--- src/rtl/bcs_pkg.sv ---
// Package: shared widths, length codes and the captured burst configuration.
// Assumes an 8-bit column (256 columns per row).
package bcs_pkg;

    localparam int COL_W    = 8;
    localparam int CODE_W   = 3;
    localparam int FIX_CODES = 4;   // codes 0..3 give fixed bursts of 2**code

    typedef enum logic [CODE_W-1:0] {
        BLEN_1    = 3'd0,
        BLEN_2    = 3'd1,
        BLEN_4    = 3'd2,
        BLEN_8    = 3'd3,
        BLEN_FULL = 3'd7
    } blen_code_e;

    typedef struct packed {
        logic             full;   // full-page burst
        logic             ilv;    // interleaved order
        logic [COL_W-1:0] mask;   // low bits that move within the burst
    } burst_cfg_t;

endpackage

--- src/rtl/bcs_mode_decode.sv ---
// Module: bcs_mode_decode
// Turns a length code and an order bit into a burst configuration.
// Assumes codes below FIX_CODES are fixed lengths, code 7 is full page, and
// the reserved codes act as a single beat. Full page forces linear order.
module bcs_mode_decode
    import bcs_pkg::*;
(
    input  logic [CODE_W-1:0] code_i,
    input  logic              ilv_i,
    output burst_cfg_t        cfg_o
);

    logic [COL_W-1:0] fix_mask [FIX_CODES];

    // One mask per fixed code, (2**k)-1.
    for (genvar k = 0; k < FIX_CODES; k++) begin : g_mask
        assign fix_mask[k] = COL_W'((1 << k) - 1);
    end

    // Select the mask and flags for the presented code.
    always_comb begin
        cfg_o.full = (code_i == BLEN_FULL);
        cfg_o.ilv  = ilv_i & ~cfg_o.full;
        cfg_o.mask = '0;
        if (cfg_o.full) begin
            cfg_o.mask = '1;
        end else if (int'(code_i) < FIX_CODES) begin
            cfg_o.mask = fix_mask[code_i[1:0]];
        end
    end

endmodule

--- src/rtl/bcs_beat_counter.sv ---
// Module: bcs_beat_counter
// Tracks whether a burst is running and which beat it is on.
// Assumes the captured configuration is stable while a burst runs; start
// has priority over stop, and stop over the natural end.
module bcs_beat_counter
    import bcs_pkg::*;
(
    input  logic             clk,
    input  logic             rst_n,
    input  logic             start_i,
    input  logic             stop_i,
    input  logic             full_i,
    input  logic [COL_W-1:0] mask_i,
    output logic             active_o,
    output logic [COL_W-1:0] beat_o,
    output logic             last_o
);

    // Final beat of a fixed burst: beat index reached the mask value.
    assign last_o = active_o & ~full_i & (beat_o == mask_i);

    // Advance the beat index and close the burst on stop or final beat.
    always_ff @(posedge clk) begin
        if (!rst_n) begin
            active_o <= 1'b0;
            beat_o   <= '0;
        end else if (start_i) begin
            active_o <= 1'b1;
            beat_o   <= '0;
        end else if (active_o) begin
            if (stop_i || last_o) begin
                active_o <= 1'b0;
                beat_o   <= '0;
            end else begin
                beat_o <= beat_o + 1'b1;
            end
        end
    end

endmodule

--- src/rtl/bcs_addr_gen.sv ---
// Module: bcs_addr_gen
// Combines the start column and beat index into the beat's column.
// Assumes mask is 2**n-1 (all ones for full page) and beat never exceeds it.
module bcs_addr_gen
    import bcs_pkg::*;
(
    input  logic [COL_W-1:0] base_i,
    input  logic [COL_W-1:0] beat_i,
    input  burst_cfg_t       cfg_i,
    output logic [COL_W-1:0] col_o
);

    logic [COL_W-1:0] lin_low;
    logic [COL_W-1:0] ilv_low;

    // Candidate low parts for both orders.
    assign lin_low = (base_i + beat_i) & cfg_i.mask;
    assign ilv_low = (base_i ^ beat_i) & cfg_i.mask;

    // Each bit: fixed from the base above the mask, else from the chosen order.
    for (genvar b = 0; b < COL_W; b++) begin : g_bit
        assign col_o[b] = cfg_i.mask[b] ? (cfg_i.ilv ? ilv_low[b] : lin_low[b])
                                        : base_i[b];
    end

endmodule

--- src/rtl/burst_col_seq.sv ---
// Module: burst_col_seq (top)
// Issues one column per cycle for a burst inside an open row.
// Assumes start_i is a pulse; length code and order are sampled with it.
module burst_col_seq
    import bcs_pkg::*;
(
    input  logic              clk,
    input  logic              rst_n,
    input  logic              start_i,
    input  logic [COL_W-1:0]  start_col_i,
    input  logic [CODE_W-1:0] blen_i,
    input  logic              ilv_i,
    input  logic              stop_i,
    output logic [COL_W-1:0]  col_o,
    output logic              valid_o,
    output logic              last_o
);

    burst_cfg_t       cfg_d;
    burst_cfg_t       cfg_q;
    logic [COL_W-1:0] base_q;
    logic [COL_W-1:0] beat;

    bcs_mode_decode u_dec (
        .code_i (blen_i),
        .ilv_i  (ilv_i),
        .cfg_o  (cfg_d)
    );

    // Capture start column and configuration on a start pulse.
    always_ff @(posedge clk) begin
        if (!rst_n) begin
            cfg_q  <= '0;
            base_q <= '0;
        end else if (start_i) begin
            cfg_q  <= cfg_d;
            base_q <= start_col_i;
        end
    end

    bcs_beat_counter u_cnt (
        .clk      (clk),
        .rst_n    (rst_n),
        .start_i  (start_i),
        .stop_i   (stop_i),
        .full_i   (cfg_q.full),
        .mask_i   (cfg_q.mask),
        .active_o (valid_o),
        .beat_o   (beat),
        .last_o   (last_o)
    );

    bcs_addr_gen u_addr (
        .base_i (base_q),
        .beat_i (beat),
        .cfg_i  (cfg_q),
        .col_o  (col_o)
    );

endmodule

--- config.mk ---
export PLATFORM = sky130hd
export DESIGN_NAME = burst_col_seq
export DESIGN_NICKNAME = d
export VERILOG_FILES = /design/src/rtl/bcs_pkg.sv /design/src/rtl/bcs_mode_decode.sv /design/src/rtl/bcs_beat_counter.sv /design/src/rtl/bcs_addr_gen.sv /design/src/rtl/burst_col_seq.sv
export SDC_FILE = /design/constraint.sdc
export NUM_CORES = 1
export LEC_CHECK = 0
export BUFFER_PORTS_ARGS = -buffer_cell sky130_fd_sc_hd__buf_2
export CAP_MARGIN = 20
export CORE_UTILIZATION = 51
export DETAILED_ROUTE_END_ITERATION = 7
export HOLD_SLACK_MARGIN = 0.15
export PLACE_DENSITY = 0.74
export SYNTH_ARGS = -nofsm -noshare
export SYNTH_HDL_FRONTEND = slang
export SYNTH_SLANG_ARGS = --single-unit
--- constraint.sdc ---
create_clock -name clk -period 5.8 [get_ports clk]
set_input_delay 0.29 -clock clk [delete_from_list [all_inputs] [get_ports clk]]
set_output_delay 0.29 -clock clk [all_outputs]
set_load 0.03 [all_outputs]
==> load_flow_metrics.sql, run 1 <==
INSERT INTO impl_metrics (metric_group, metric, value, unit) VALUES
('outcome', 'outcome', 'completed', ''),
('die', 'die_extent_in_x', '54.4', 'microns'),
('synthesis', 'yosys.cell_count.top_type', 'dfxtp_1', ''),
('clock_tree', 'cts.sink_count', '22', ''),
('drt', 'via_count', '1210', ''),
('timing', 'grt_setup_unrepaired', 'no', ''),
('min_path', 'min_delay_worst_endpoint', 'base_q[4]$_SDFFE_PN0P_', ''),
('synthesis', 'synth.distinct_cells', '40', ''),
('drt', 'wl_per_cell', '13.9', 'microns'),
('synthesis', 'synth_top_cell_by_area', 'dfxtp_1', ''),
('setup_path', 'ff2ff_path_depth', '5', ''),
('timing', 'worstMarginPinSlew', '449', 'ps'),
('pwr', 'max_vdd_drop', '0.158', 'mV'),
('synthesis', 'yosysWarningCount', '0', ''),
('drt', 'drt-total-wl', '2960', 'microns'),
('clock_tree', 'tritoncts', 'yes', ''),
('placed_design', 'dp_hpwl', '2250', 'microns'),
('synthesis', 'synth_area_per_cell', '8.81', 'sq um'),
('drt', 'drt-met1-wl', '1300', 'microns'),
('finish', 'layout.cells.non_filler', '213', ''),
('drt', 'detail_route_met3_wl', '108', 'microns'),
('die', 'core', '0.00254', 'sq mm'),
('pwr', 'post-layout-total-power', '304', 'uW'),
('pwr', 'power_density', '193', 'mW/mm^2'),
('timing', 'min_period_over_period', '47.7', '%'),
('clock_tree', 'cts_htree_levels', '1', ''),
('clock_tree', 'cts_hold_buf', '0', ''),
('global_route', 'grt_start_max_net_pins', '20', ''),
('clock_tree', 'numCtsBuffers', '3', ''),
('synthesis', 'post_synth_edffs', '0', ''),
('setup_path', 'startpoint_of_the_most_critical_register_to_register_path', 'cfg_q[6]$_SDFFE_PN0P_', ''),
('drt', 'met2_length', '1520', 'microns'),
('drt', 'route.detailed.vias_per_inst', '5.68', ''),
('finish', 'drive_above_1_share', '19.1', '%'),
('setup_path', 'worstSetupEndpointType', 'primary output', ''),
('setup_path', 'start_kind', 'flop', ''),
('setup_path', 'regToRegEndpoint', 'u_cnt.beat_o[5]$_SDFFE_PP0P_', ''),
('synthesis', 'async_flop_share', '0', '%'),
('synthesis', 'mappedNetlistArea', '0.00140', 'sq mm'),
('clock_tree', 'postCtsSetupBuffers', '0', ''),
('die', 'floorplan.die_area', '0.00296', 'sq mm'),
('min_path', 'min_path_cells', '3', ''),
('drt', 'route.top_layer_used', 'met4', ''),
('clock_tree', 'resized_after_cts', '0', ''),
('die', 'std_cell_rows', '18', ''),
('timing', 'finalWorstPathRequiredPeriod', '2770', 'ps'),
('setup_path', 'worstPathArrival', '2480', 'ps'),
('synthesis', 'synth_fp_nets', '184', ''),
('pwr', 'static-leakage-power', '0.000726', 'uW'),
('setup_path', 'crit_path_max_fanout', '6', ''),
('placed_design', 'placed_area', '0.00154', 'sq mm'),
('timing', 'finalSetupTns', '0', 'ps'),
('clock_tree', 'cts.root.buffer_cell', 'clkbuf_4', ''),
('drt', 'drt_iter0_drc', '19', ''),
('die', 'chipHeight', '54.4', 'microns'),
('synthesis', 'postSynthCellCount', '159', ''),
('finish', 'synthToLayoutAreaGrowth', '12.8', '%'),
('setup_path', 'reg2reg_slack', '3890', 'ps'),
('timing', 'relSlewSlack', '69.8', '%'),
('synthesis', 'commonest_cells_in_the_synthesized_netlist', '22 x dfxtp_1, 12 x mux2i_1, 12 x nor2_1', ''),
('clock_tree', 'cts.clk_slew.worst_paths', '120', 'ps'),
('finish', 'antenna_cells_inserted', '0', ''),
('timing', 'max_freq', '361', 'MHz'),
('timing', 'timing_hold_violations_final', '0', ''),
('global_route', 'overflow', '0', ''),
('synthesis', 'synth_largest_type_area_fraction', '31.4', '%'),
('timing', 'timing.clock.skew', '1.70', 'ps'),
('finish', 'finish.instance_area', '0.00158', 'sq mm'),
('global_route', 'grt_first_pass_wirelength', '4930', 'microns'),
('synthesis', 'synth_top_flop_cell', 'dfxtp_1', ''),
('die', 'ioPinCount', '26', '');
## metrics by stage
stage          utilization [%]  setup WS [ps]  hold WS (ps)
2_1_floorplan                -           3520           428
3_3_place_gp              60.7           3470           509
3_5_place_dp              60.7           3440           515
4_1_cts                   62.1           3050           224
5_1_grt                   62.1           2920           235
6_report                  62.1           3030           233
## critical path: stages, from the launching register on
cell and delay, ps:
dfxtp_1 390, ha_1 250, fa_1 400, a21o_1 200, a21oi_1 220, o31ai_1 120, xor2_1 150, mux2_2 270
buf_2 180
## final cells by class
class | instances | area [sq um]
Sequential cell | 22 | 440
Timing Repair Buffer | 25 | 125
Fill cell | 243 | 965
Clock buffer | 4 | 36.3
Inverter | 3 | 11.3
Tap cell | 30 | 37.5
Multi-Input combinational cell | 129 | 930
## report_power, final
part / switching [uW] / total (uW) / internal [uW]
sequential: 7.13 / 164 / 157
clock: 47.1 / 85.4 / 38.3
combinational: 32.1 / 55.2 / 23.1
## cell families after synthesis
group                      Yosys count  synth area share [%]
and+or+nand+nor                     55                  21.9
AOI/OAI and AO/OA                   40                  18.8
DFF                                 22                  31.4
muxes                               14                  10.2
xor gates and xnor gates            11                  6.88
adders and majority gates            9                  8.57
buffers and inverters                8                  2.23
## sequential cells by signal, indices dropped and copies added, names as in the netlist
| name | flops |
|---|---|
| base_q | 8 |
| u_cnt.beat_o | 8 |
| cfg_q | 5 |
| u_cnt.active_o | 1 |
## how the worst max path moves through the flow
stage / start / end / slack, ps / depth (start not counted)
after floorplan: u_cnt.beat_o[0]$_SDFFE_PP0P_ / col_o[4] / 3520 / 7
after global placement: u_cnt.beat_o[0]$_SDFFE_PP0P_ / col_o[6] / 3470 / 8
after detailed placement: u_cnt.beat_o[0]$_SDFFE_PP0P_ / col_o[6] / 3440 / 8
after CTS: u_cnt.beat_o[0]$_SDFFE_PP0P_ / col_o[6] / 3050 / 8
after global routing: u_cnt.beat_o[0]$_SDFFE_PP0P_ / col_o[6] / 2920 / 8
final: u_cnt.beat_o[0]$_SDFFE_PP0P_ / col_o[6] / 3030 / 8
## routing by layer
metal,track usage [%],vias to the layer above
met5,0,-
met4,7.69,0
met3,4.72,5
met2,42.1,26
met1,26.8,557
li1,-,622
## cells in the final DEF, fill, tap and decap left out, types with 2 or more instances in the layout
cell type	n
a2111oi_0	3
a21boi_0	3
a21o_1	4
a21oi_1	9
a31oi_1	2
and2_1	2
buf_2	25
clkbuf_4	3
dfxtp_1	22
ha_1	8
inv_1	3
mux2_2	2
mux2i_1	12
nand2_1	8
nand2b_1	5
nand3_1	8
nor2_1	12
nor2b_1	9
nor3_1	2
nor4_1	2
o21ai_0	7
o21ai_1	2
o22ai_1	2
o31ai_1	2
xnor2_1	3
xor2_1	8
No activity file was read; power rests on OpenSTA's default activity.
==> run 2, diff against run 1 <==
--- a/config.mk
+++ b/config.mk
@@ -5,9 +5,10 @@
 export SDC_FILE = /design/constraint.sdc
 export NUM_CORES = 1
 export LEC_CHECK = 0
+export ABC_AREA = 1
 export BUFFER_PORTS_ARGS = -buffer_cell sky130_fd_sc_hd__buf_2
 export CAP_MARGIN = 20
-export CORE_UTILIZATION = 51
+export CORE_UTILIZATION = 49
 export DETAILED_ROUTE_END_ITERATION = 7
 export HOLD_SLACK_MARGIN = 0.15
 export PLACE_DENSITY = 0.74
==> constraint.sdc (replaced) <==
create_clock -name clk -period 2.3 [get_ports clk]
set_input_delay 0.115 -clock clk [delete_from_list [all_inputs] [get_ports clk]]
set_output_delay 0.115 -clock clk [all_outputs]
set_load 0.03 [all_outputs]
==> run 2 against run 1 <==
Effect of this change: clock power grew to 2.6 times the previous value; first-iteration DRC count increased to 3.2 times the previous value; via count rose by 20%; critical path type unchanged.
==> load_flow_metrics.sql, run 2 <==
INSERT INTO impl_metrics (metric_group, metric, value, unit) VALUES
('min_path', 'holdCritPathClass', 'input pin to flop', ''),
('global_route', 'grt_start_max_net_pins', '13', ''),
('synthesis', 'synth_largest_type_area_fraction', '31.3', '%'),
('drt', 'route.detailed.vias_per_inst', '5.20', ''),
('clock_tree', 'resized_after_cts', '0', ''),
('clock_tree', 'cts.path.max_buffers', '2', ''),
('placed_design', 'io_buffers', '25', ''),
('die', 'chipHeight', '55.6', 'microns'),
('clock_tree', 'numCtsBuffers', '3', ''),
('synthesis', 'async_flop_share', '0', '%'),
('global_route', 'first_global_vias', '1408', ''),
('drt', 'detail_route_met3_wl', '111', 'microns'),
('clock_tree', 'cts.sink_count', '22', ''),
('outcome', 'outcome', 'completed', ''),
('global_route', 'antenna_violations_before_repair', '0', ''),
('setup_path', 'crit_required', '2180', 'ps'),
('setup_path', 'worstPathArrival', '1970', 'ps'),
('timing', 'finalWorstPathRequiredPeriod', '2090', 'ps'),
('flow_run', 'max_cap_viol_count', '0', ''),
('finish', 'synthToLayoutAreaGrowth', '23.5', '%'),
('finish', 'drive_above_1_share', '15.3', '%'),
('synthesis', 'synth_top_flop_cell', 'dfxtp_1', ''),
('clock_tree', 'cts.clk_slew.worst_paths', '130', 'ps'),
('synthesis', 'post_synth_edffs', '0', ''),
('clock_tree', 'tritoncts', 'yes', ''),
('placed_design', 'dp_hpwl', '2310', 'microns'),
('setup_path', 'start_kind', 'flop', ''),
('drt', 'drt_pre_antenna_iters', '4', ''),
('synthesis', 'synth_top_cell_by_area', 'dfxtp_1', ''),
('die', 'ioPinCount', '26', ''),
('synthesis', 'yosysWarningCount', '0', ''),
('global_route', 'grt.total_usage', '24.5', '%'),
('die', 'die_extent_in_x', '55.6', 'microns'),
('timing', 'min_period_over_period', '90.8', '%'),
('timing', 'relSlewSlack', '77.9', '%'),
('timing', 'timing_hold_violations_final', '0', ''),
('synthesis', 'netlist_top_cells_area', 'dfxtp_1 31%, nand2_1 15%, nand3_1 10%, ha_1 7.1%, inv_1 6.7%', ''),
('timing', 'timing.clock.skew', '7.81', 'ps'),
('setup_path', 'criticalPathCategory', 'flop to primary output', ''),
('drt', 'via_count', '1451', ''),
('global_route', 'grt_first_pass_wirelength', '6090', 'microns'),
('setup_path', 'worstSetupEndpointType', 'primary output', ''),
('synthesis', 'synth_area_per_cell', '6.77', 'sq um'),
('global_route', 'overflow', '0', ''),
('pwr', 'power_density', '456', 'mW/mm^2'),
('finish', 'final_cell_mix', '58 x nand2_1, 28 x nand3_1, 25 x inv_1, 25 x buf_2, 22 x dfxtp_1', ''),
('pwr', 'max_vdd_drop', '0.391', 'mV'),
('clock_tree', 'cts.root.buffer_cell', 'clkbuf_4', ''),
('drt', 'drt-total-wl', '3430', 'microns'),
('die', 'floorplan.die_area', '0.00309', 'sq mm'),
('finish', 'antenna_cells_inserted', '0', ''),
('synthesis', 'commonest_cells_in_the_synthesized_netlist', '58 x nand2_1, 28 x nand3_1, 25 x inv_1', ''),
('timing', 'report.final.slew_viol_count', '0', ''),
('die', 'start_util', '51.5', '%'),
('synthesis', 'postSynthCellCount', '208', ''),
('synthesis', 'yosysSeqAreaShare', '31.3', '%'),
('finish', 'layout.core_utilization', '63.6', '%'),
('clock_tree', 'clock_insertion_delay_worst_skew', '310', 'ps'),
('setup_path', 'crit_path_max_fanout', '4', ''),
('synthesis', 'mappedNetlistArea', '0.00141', 'sq mm'),
('drt', 'drtAntennaViolNets', '0', ''),
('finish', 'layout.nets', '274', ''),
('die', 'core', '0.00273', 'sq mm'),
('finish', 'reg_top3', 'base_q: 8 flops, u_cnt.beat_o: 8 flops, cfg_q: 5 flops', ''),
('synthesis', 'ys_ff_latch', '22', ''),
('synthesis', 'synth.distinct_cells', '25', ''),
('synthesis', 'yosys.cell_count.top_type', 'nand2_1', ''),
('drt', 'wl_per_cell', '12.3', 'microns'),
('timing', 'max_freq', '479', 'MHz'),
('synthesis', 'synth_fp_nets', '233', ''),
('pwr', 'static-leakage-power', '0.000834', 'uW'),
('timing', 'grt_setup_unrepaired', 'no', ''),
('drt', 'met2_length', '1610', 'microns'),
('drt', 'route.top_layer_used', 'met4', ''),
('timing', 'finalSetupTns', '0', 'ps'),
('drt', 'drt-met1-wl', '1660', 'microns'),
('die', 'std_cell_rows', '19', ''),
('timing', 'worstMarginPinSlew', '331', 'ps'),
('drt', 'drt_iter0_drc', '61', ''),
('placed_design', 'gp_congestion', '0.818', ''),
('timing', 'finalSetupViolations', '0', ''),
('drt', 'post-route-drc-count', '0', ''),
('finish', 'layout.cells.most_common', 'nand2_1', ''),
('clock_tree', 'cts_htree_levels', '1', '');
[run 2: per-stage QoR]
stage	hold WS, ps	cell area [sq um]	worst slack (ps)	total power (uW)	cells
after floorplan	253	1410	332	512	208
after global placement	341	1560	602	558	261
after detailed placement	343	1560	577	559	261
after CTS	154	1740	214	792	279
after global routing	163	1740	32.4	834	279
final	158	1740	211	792	279
[run 2: timing repair]
action                                  CTS  global route
endpoints found under the hold margin    21             0
endpoints found under the setup margin    0             0
setup buffers                             0             0
hold buffers                             14             0
[run 2: cell type report]
type,instances,area (sq um)
clock buffer,4,36.3
fill,238,996
inverter,27,101
multi-input combinational,155,848
sequential,22,440
tap,31,38.8
timing repair buffer,40,273
[run 2: kinds of logic after synthesis]
group	share of synthesized area, %
XOR/XNOR	3.73
flip-flops	31.3
AND/OR/NAND/NOR	34.6
buffers and inverters	8.44
adder cells (fa/ha/maj)	8.53
AO/OA/AOI/OAI	13.4
[run 2: power breakdown]
part	internal [uW]	leakage (uW)	switching (uW)
Clock	96.7	0.0000210	125
Combinational	61.7	0.000633	97.4
Sequential	397	0.000180	14.4
[run 2: path summary, 6_finish.rpt]
check	start	to	slack, ps	depth (start not counted)
setup / recovery	u_cnt.beat_o[0]$_SDFFE_PP0P_	col_o[6]	210	10
hold reg to reg	base_q[2]$_SDFFE_PN0P_	base_q[2]$_SDFFE_PN0P_	490	2
hold / removal	start_i	base_q[4]$_SDFFE_PN0P_	160	3
setup reg to reg	u_cnt.beat_o[1]$_SDFFE_PP0P_	u_cnt.beat_o[6]$_SDFFE_PP0P_	900	6
[run 2: critical path, stage by stage, from the launching register on]
cell and delay [ps]:
dfxtp_1 360, ha_1 230, fa_1 400, nand3_1 100
nand2_1 80, nand4_1 100, nand2_1 60, nand2_1 50
nand3_1 60, nand2_1 60, buf_2 180
[run 2: metal layers]
| layer | GRT usage (%) | up-vias |
|---|---|---|
| li1 | - | 771 |
| met1 | 31.1 | 648 |
| met2 | 41.8 | 28 |
| met3 | 5.12 | 4 |
| met4 | 7.14 | 0 |
| met5 | 0 | - |
==> run 3, diff against run 2 <==
--- a/config.mk
+++ b/config.mk
@@ -5,13 +5,13 @@
 export SDC_FILE = /design/constraint.sdc
 export NUM_CORES = 1
 export LEC_CHECK = 0
-export ABC_AREA = 1
 export BUFFER_PORTS_ARGS = -buffer_cell sky130_fd_sc_hd__buf_2
 export CAP_MARGIN = 20
-export CORE_UTILIZATION = 49
+export CORE_UTILIZATION = 51
 export DETAILED_ROUTE_END_ITERATION = 7
 export HOLD_SLACK_MARGIN = 0.15
 export PLACE_DENSITY = 0.74
+export SKIP_CTS_REPAIR_TIMING = 1
 export SYNTH_ARGS = -nofsm -noshare
 export SYNTH_HDL_FRONTEND = slang
 export SYNTH_SLANG_ARGS = --single-unit
==> constraint.sdc (replaced) <==
create_clock -name clk -period 2.4 [get_ports clk]
set_input_delay 0.12 -clock clk [delete_from_list [all_inputs] [get_ports clk]]
set_output_delay 0.12 -clock clk [all_outputs]
set_load 0.03 [all_outputs]
==> run 3 against run 2 <==
Effect of this change: non-clock buffer count is the same; worst setup slack lost 130 ps; via count shrank 13%; core utilization grew 6.0 points; die area shrank 4.2%; global-route usage shrank 1.2 points; worst hold slack lost 34 ps; flip-flop and latch count is the same; combinational power is essentially flat; first-iteration DRC count shrank 77%; sequential power shrank 4%; register-to-register slack lost 390 ps; critical path type unchanged; largest cell class unchanged; largest power group unchanged.
==> load_flow_metrics.sql, run 3 (same netlist as run 1, synthesis figures left out) <==
INSERT INTO impl_metrics (metric_group, metric, value, unit) VALUES
('outcome', 'outcome', 'completed', ''),
('setup_path', 'cpLargestDelayFamily', 'adder cells', ''),
('setup_path', 'crit_path_max_fanout', '4', ''),
('die', 'floorplan.die_area', '0.00296', 'sq mm'),
('finish', 'storage_element_area', '457', 'sq um'),
('setup_path', 'regToRegEndpoint', 'u_cnt.beat_o[5]$_SDFFE_PP0P_', ''),
('finish', 'combined_area_of_the_multi_input_logic_cells', '967', 'sq um'),
('die', 'die_extent_in_x', '54.4', 'microns'),
('timing', 'timing.clock.skew', '6.82', 'ps'),
('timing', 'finalSetupViolations', '0', ''),
('setup_path', 'worstSetupEndpointType', 'primary output', ''),
('drt', 'wl_per_cell', '13.8', 'microns'),
('flow_run', 'max_cap_viol_count', '0', ''),
('timing', 'max_freq', '431', 'MHz'),
('setup_path', 'reg2reg_slack', '510', 'ps'),
('timing', 'grt_setup_unrepaired', 'yes', ''),
('drt', 'met2_length', '1510', 'microns'),
('clock_tree', 'cts.root.buffer_cell', 'clkbuf_4', ''),
('timing', 'report.final.slew_viol_count', '0', ''),
('setup_path', 'worstPathArrival', '2200', 'ps'),
('min_path', 'min_delay_worst_endpoint', 'cfg_q[0]$_SDFFE_PN0P_', ''),
('min_path', 'min_path_cells', '4', ''),
('finish', 'drive_above_1_share', '25.4', '%'),
('die', 'ioPinCount', '26', ''),
('clock_tree', 'cts.path.max_buffers', '2', ''),
('clock_tree', 'numCtsBuffers', '3', ''),
('drt', 'drtAntennaViolNets', '0', ''),
('die', 'std_cell_rows', '18', ''),
('min_path', 'holdCritPathClass', 'input pin to flop', ''),
('global_route', 'first_global_vias', '1132', ''),
('global_route', 'overflow', '0', ''),
('timing', 'relSlewSlack', '68.4', '%'),
('setup_path', 'cp.buffers_inverters', '1', ''),
('clock_tree', 'clock_insertion_delay_worst_skew', '310', 'ps'),
('clock_tree', 'cts.sink_count', '22', ''),
('die', 'start_util', '55.1', '%'),
('placed_design', 'placed_area', '0.00156', 'sq mm'),
('global_route', 'grt.total_usage', '23.3', '%'),
('timing', 'finalWorstPathRequiredPeriod', '2320', 'ps'),
('setup_path', 'startpoint_of_the_most_critical_register_to_register_path', 'cfg_q[6]$_SDFFE_PN0P_', ''),
('timing', 'min_period_over_period', '96.6', '%'),
('drt', 'via_count', '1266', ''),
('setup_path', 'criticalPathCategory', 'flop to primary output', ''),
('placed_design', 'io_buffers', '25', ''),
('placed_design', 'gp_congestion', '0.772', ''),
('drt', 'post-route-drc-count', '0', ''),
('placed_design', 'dp_hpwl', '2250', 'microns'),
('global_route', 'grt_first_pass_wirelength', '4950', 'microns'),
('pwr', 'max_vdd_drop', '0.311', 'mV'),
('setup_path', 'cp_slowest_cell', 'dfxtp_4', ''),
('finish', 'layout.cells.most_common', 'buf_2', ''),
('timing', 'timing_hold_violations_final', '0', ''),
('finish', 'nFillCells', '213', ''),
('pwr', 'static-leakage-power', '0.000787', 'uW'),
('setup_path', 'ff2ff_path_depth', '5', ''),
('clock_tree', 'cts_htree_levels', '1', ''),
('global_route', 'antenna_violations_before_repair', '0', ''),
('die', 'core', '0.00254', 'sq mm'),
('finish', 'reg_top3', 'base_q: 8 flops, u_cnt.beat_o: 8 flops, cfg_q: 5 flops', ''),
('finish', 'finish.instance_area', '0.00177', 'sq mm'),
('drt', 'drt-total-wl', '3120', 'microns'),
('global_route', 'grt_start_max_net_pins', '20', ''),
('finish', 'final_cell_mix', '23 x buf_2, 15 x dfxtp_1, 12 x nor2_1, 12 x mux2i_1, 12 x dlygate4sd3_1', ''),
('setup_path', 'start_kind', 'flop', ''),
('min_path', 'hp-start', 'blen_i[2]', ''),
('finish', 'synthToLayoutAreaGrowth', '26.4', '%'),
('drt', 'route.detailed.vias_per_inst', '5.58', ''),
('setup_path', 'timing.critical_path.cells', 'ha_2, fa_2, a21o_1, a21oi_2, o31ai_2, xor2_1, mux2_4, buf_6', ''),
('timing', 'worstMarginPinSlew', '470', 'ps'),
('drt', 'drt-met1-wl', '1480', 'microns'),
('finish', 'antenna_cells_inserted', '0', ''),
('clock_tree', 'cts.clk_slew.worst_paths', '110', 'ps'),
('die', 'chipHeight', '54.4', 'microns'),
('timing', 'finalSetupTns', '0', 'ps'),
('drt', 'drt_pre_antenna_iters', '4', ''),
('clock_tree', 'tritoncts', 'yes', ''),
('finish', 'layout.nets', '224', ''),
('pwr', 'power_density', '406', 'mW/mm^2'),
('setup_path', 'crit_path_max_incr_delay', '370', 'ps'),
('drt', 'detail_route_met3_wl', '82', 'microns'),
('drt', 'drt_iter0_drc', '14', ''),
('setup_path', 'crit_required', '2280', 'ps'),
('drt', 'route.top_layer_used', 'met4', '');
-- run 3: how the worst max path moves through the flow --
stage,startpoint,end,depth (start not counted)
detailed placement,u_cnt.beat_o[0]$_SDFFE_PP0P_,col_o[6],8
floorplan,u_cnt.beat_o[0]$_SDFFE_PP0P_,col_o[4],7
finish,u_cnt.beat_o[0]$_SDFFE_PP0P_,col_o[6],8
CTS,u_cnt.beat_o[0]$_SDFFE_PP0P_,col_o[6],8
global placement,u_cnt.beat_o[0]$_SDFFE_PP0P_,col_o[6],8
global route,u_cnt.beat_o[0]$_SDFFE_PP0P_,col_o[6],8
-- run 3: worst min-delay path: cells and delay by family --
kind                   cells  cell delay [ps]
AO/OA/AOI/OAI              2              140
buffers and inverters      2              130
-- run 3: layout make-up --
class	instances	share of cell area (%)
multi-input combinational	129	54.6
sequential	22	25.8
timing repair buffer	40	15.6
tap	30	2.12
clock buffer	3	1.27
inverter	3	0.636
-- run 3: power by group --
part	switching, uW	internal [uW]	leakage [uW]
combinational	83.0	73.4	0.000589
sequential	17.4	376	0.000184
clock	110	58.8	0.0000138
-- run 3: routing by layer --
layer / track usage (%) / up-vias
li1: - / 648
met1: 28.1 / 589
met2: 42.3 / 24
met3: 3.61 / 5
met4: 6.41 / 0
met5: 0 / -
-- run 3: metrics by stage --
stage | std cells | hold WS, ps | total power, uW | util (%) | setup slack, ps
floorplan | 159 | 258 | 497 | - | 290
global placement | 211 | 377 | 533 | 61.3 | 233
detailed placement | 211 | 387 | 538 | 61.3 | 199
CTS | 214 | 60.1 | 709 | 62.1 | -182
global route | 227 | 160 | 758 | 69.6 | -29.2
finish | 227 | 124 | 719 | 69.6 | 81.5
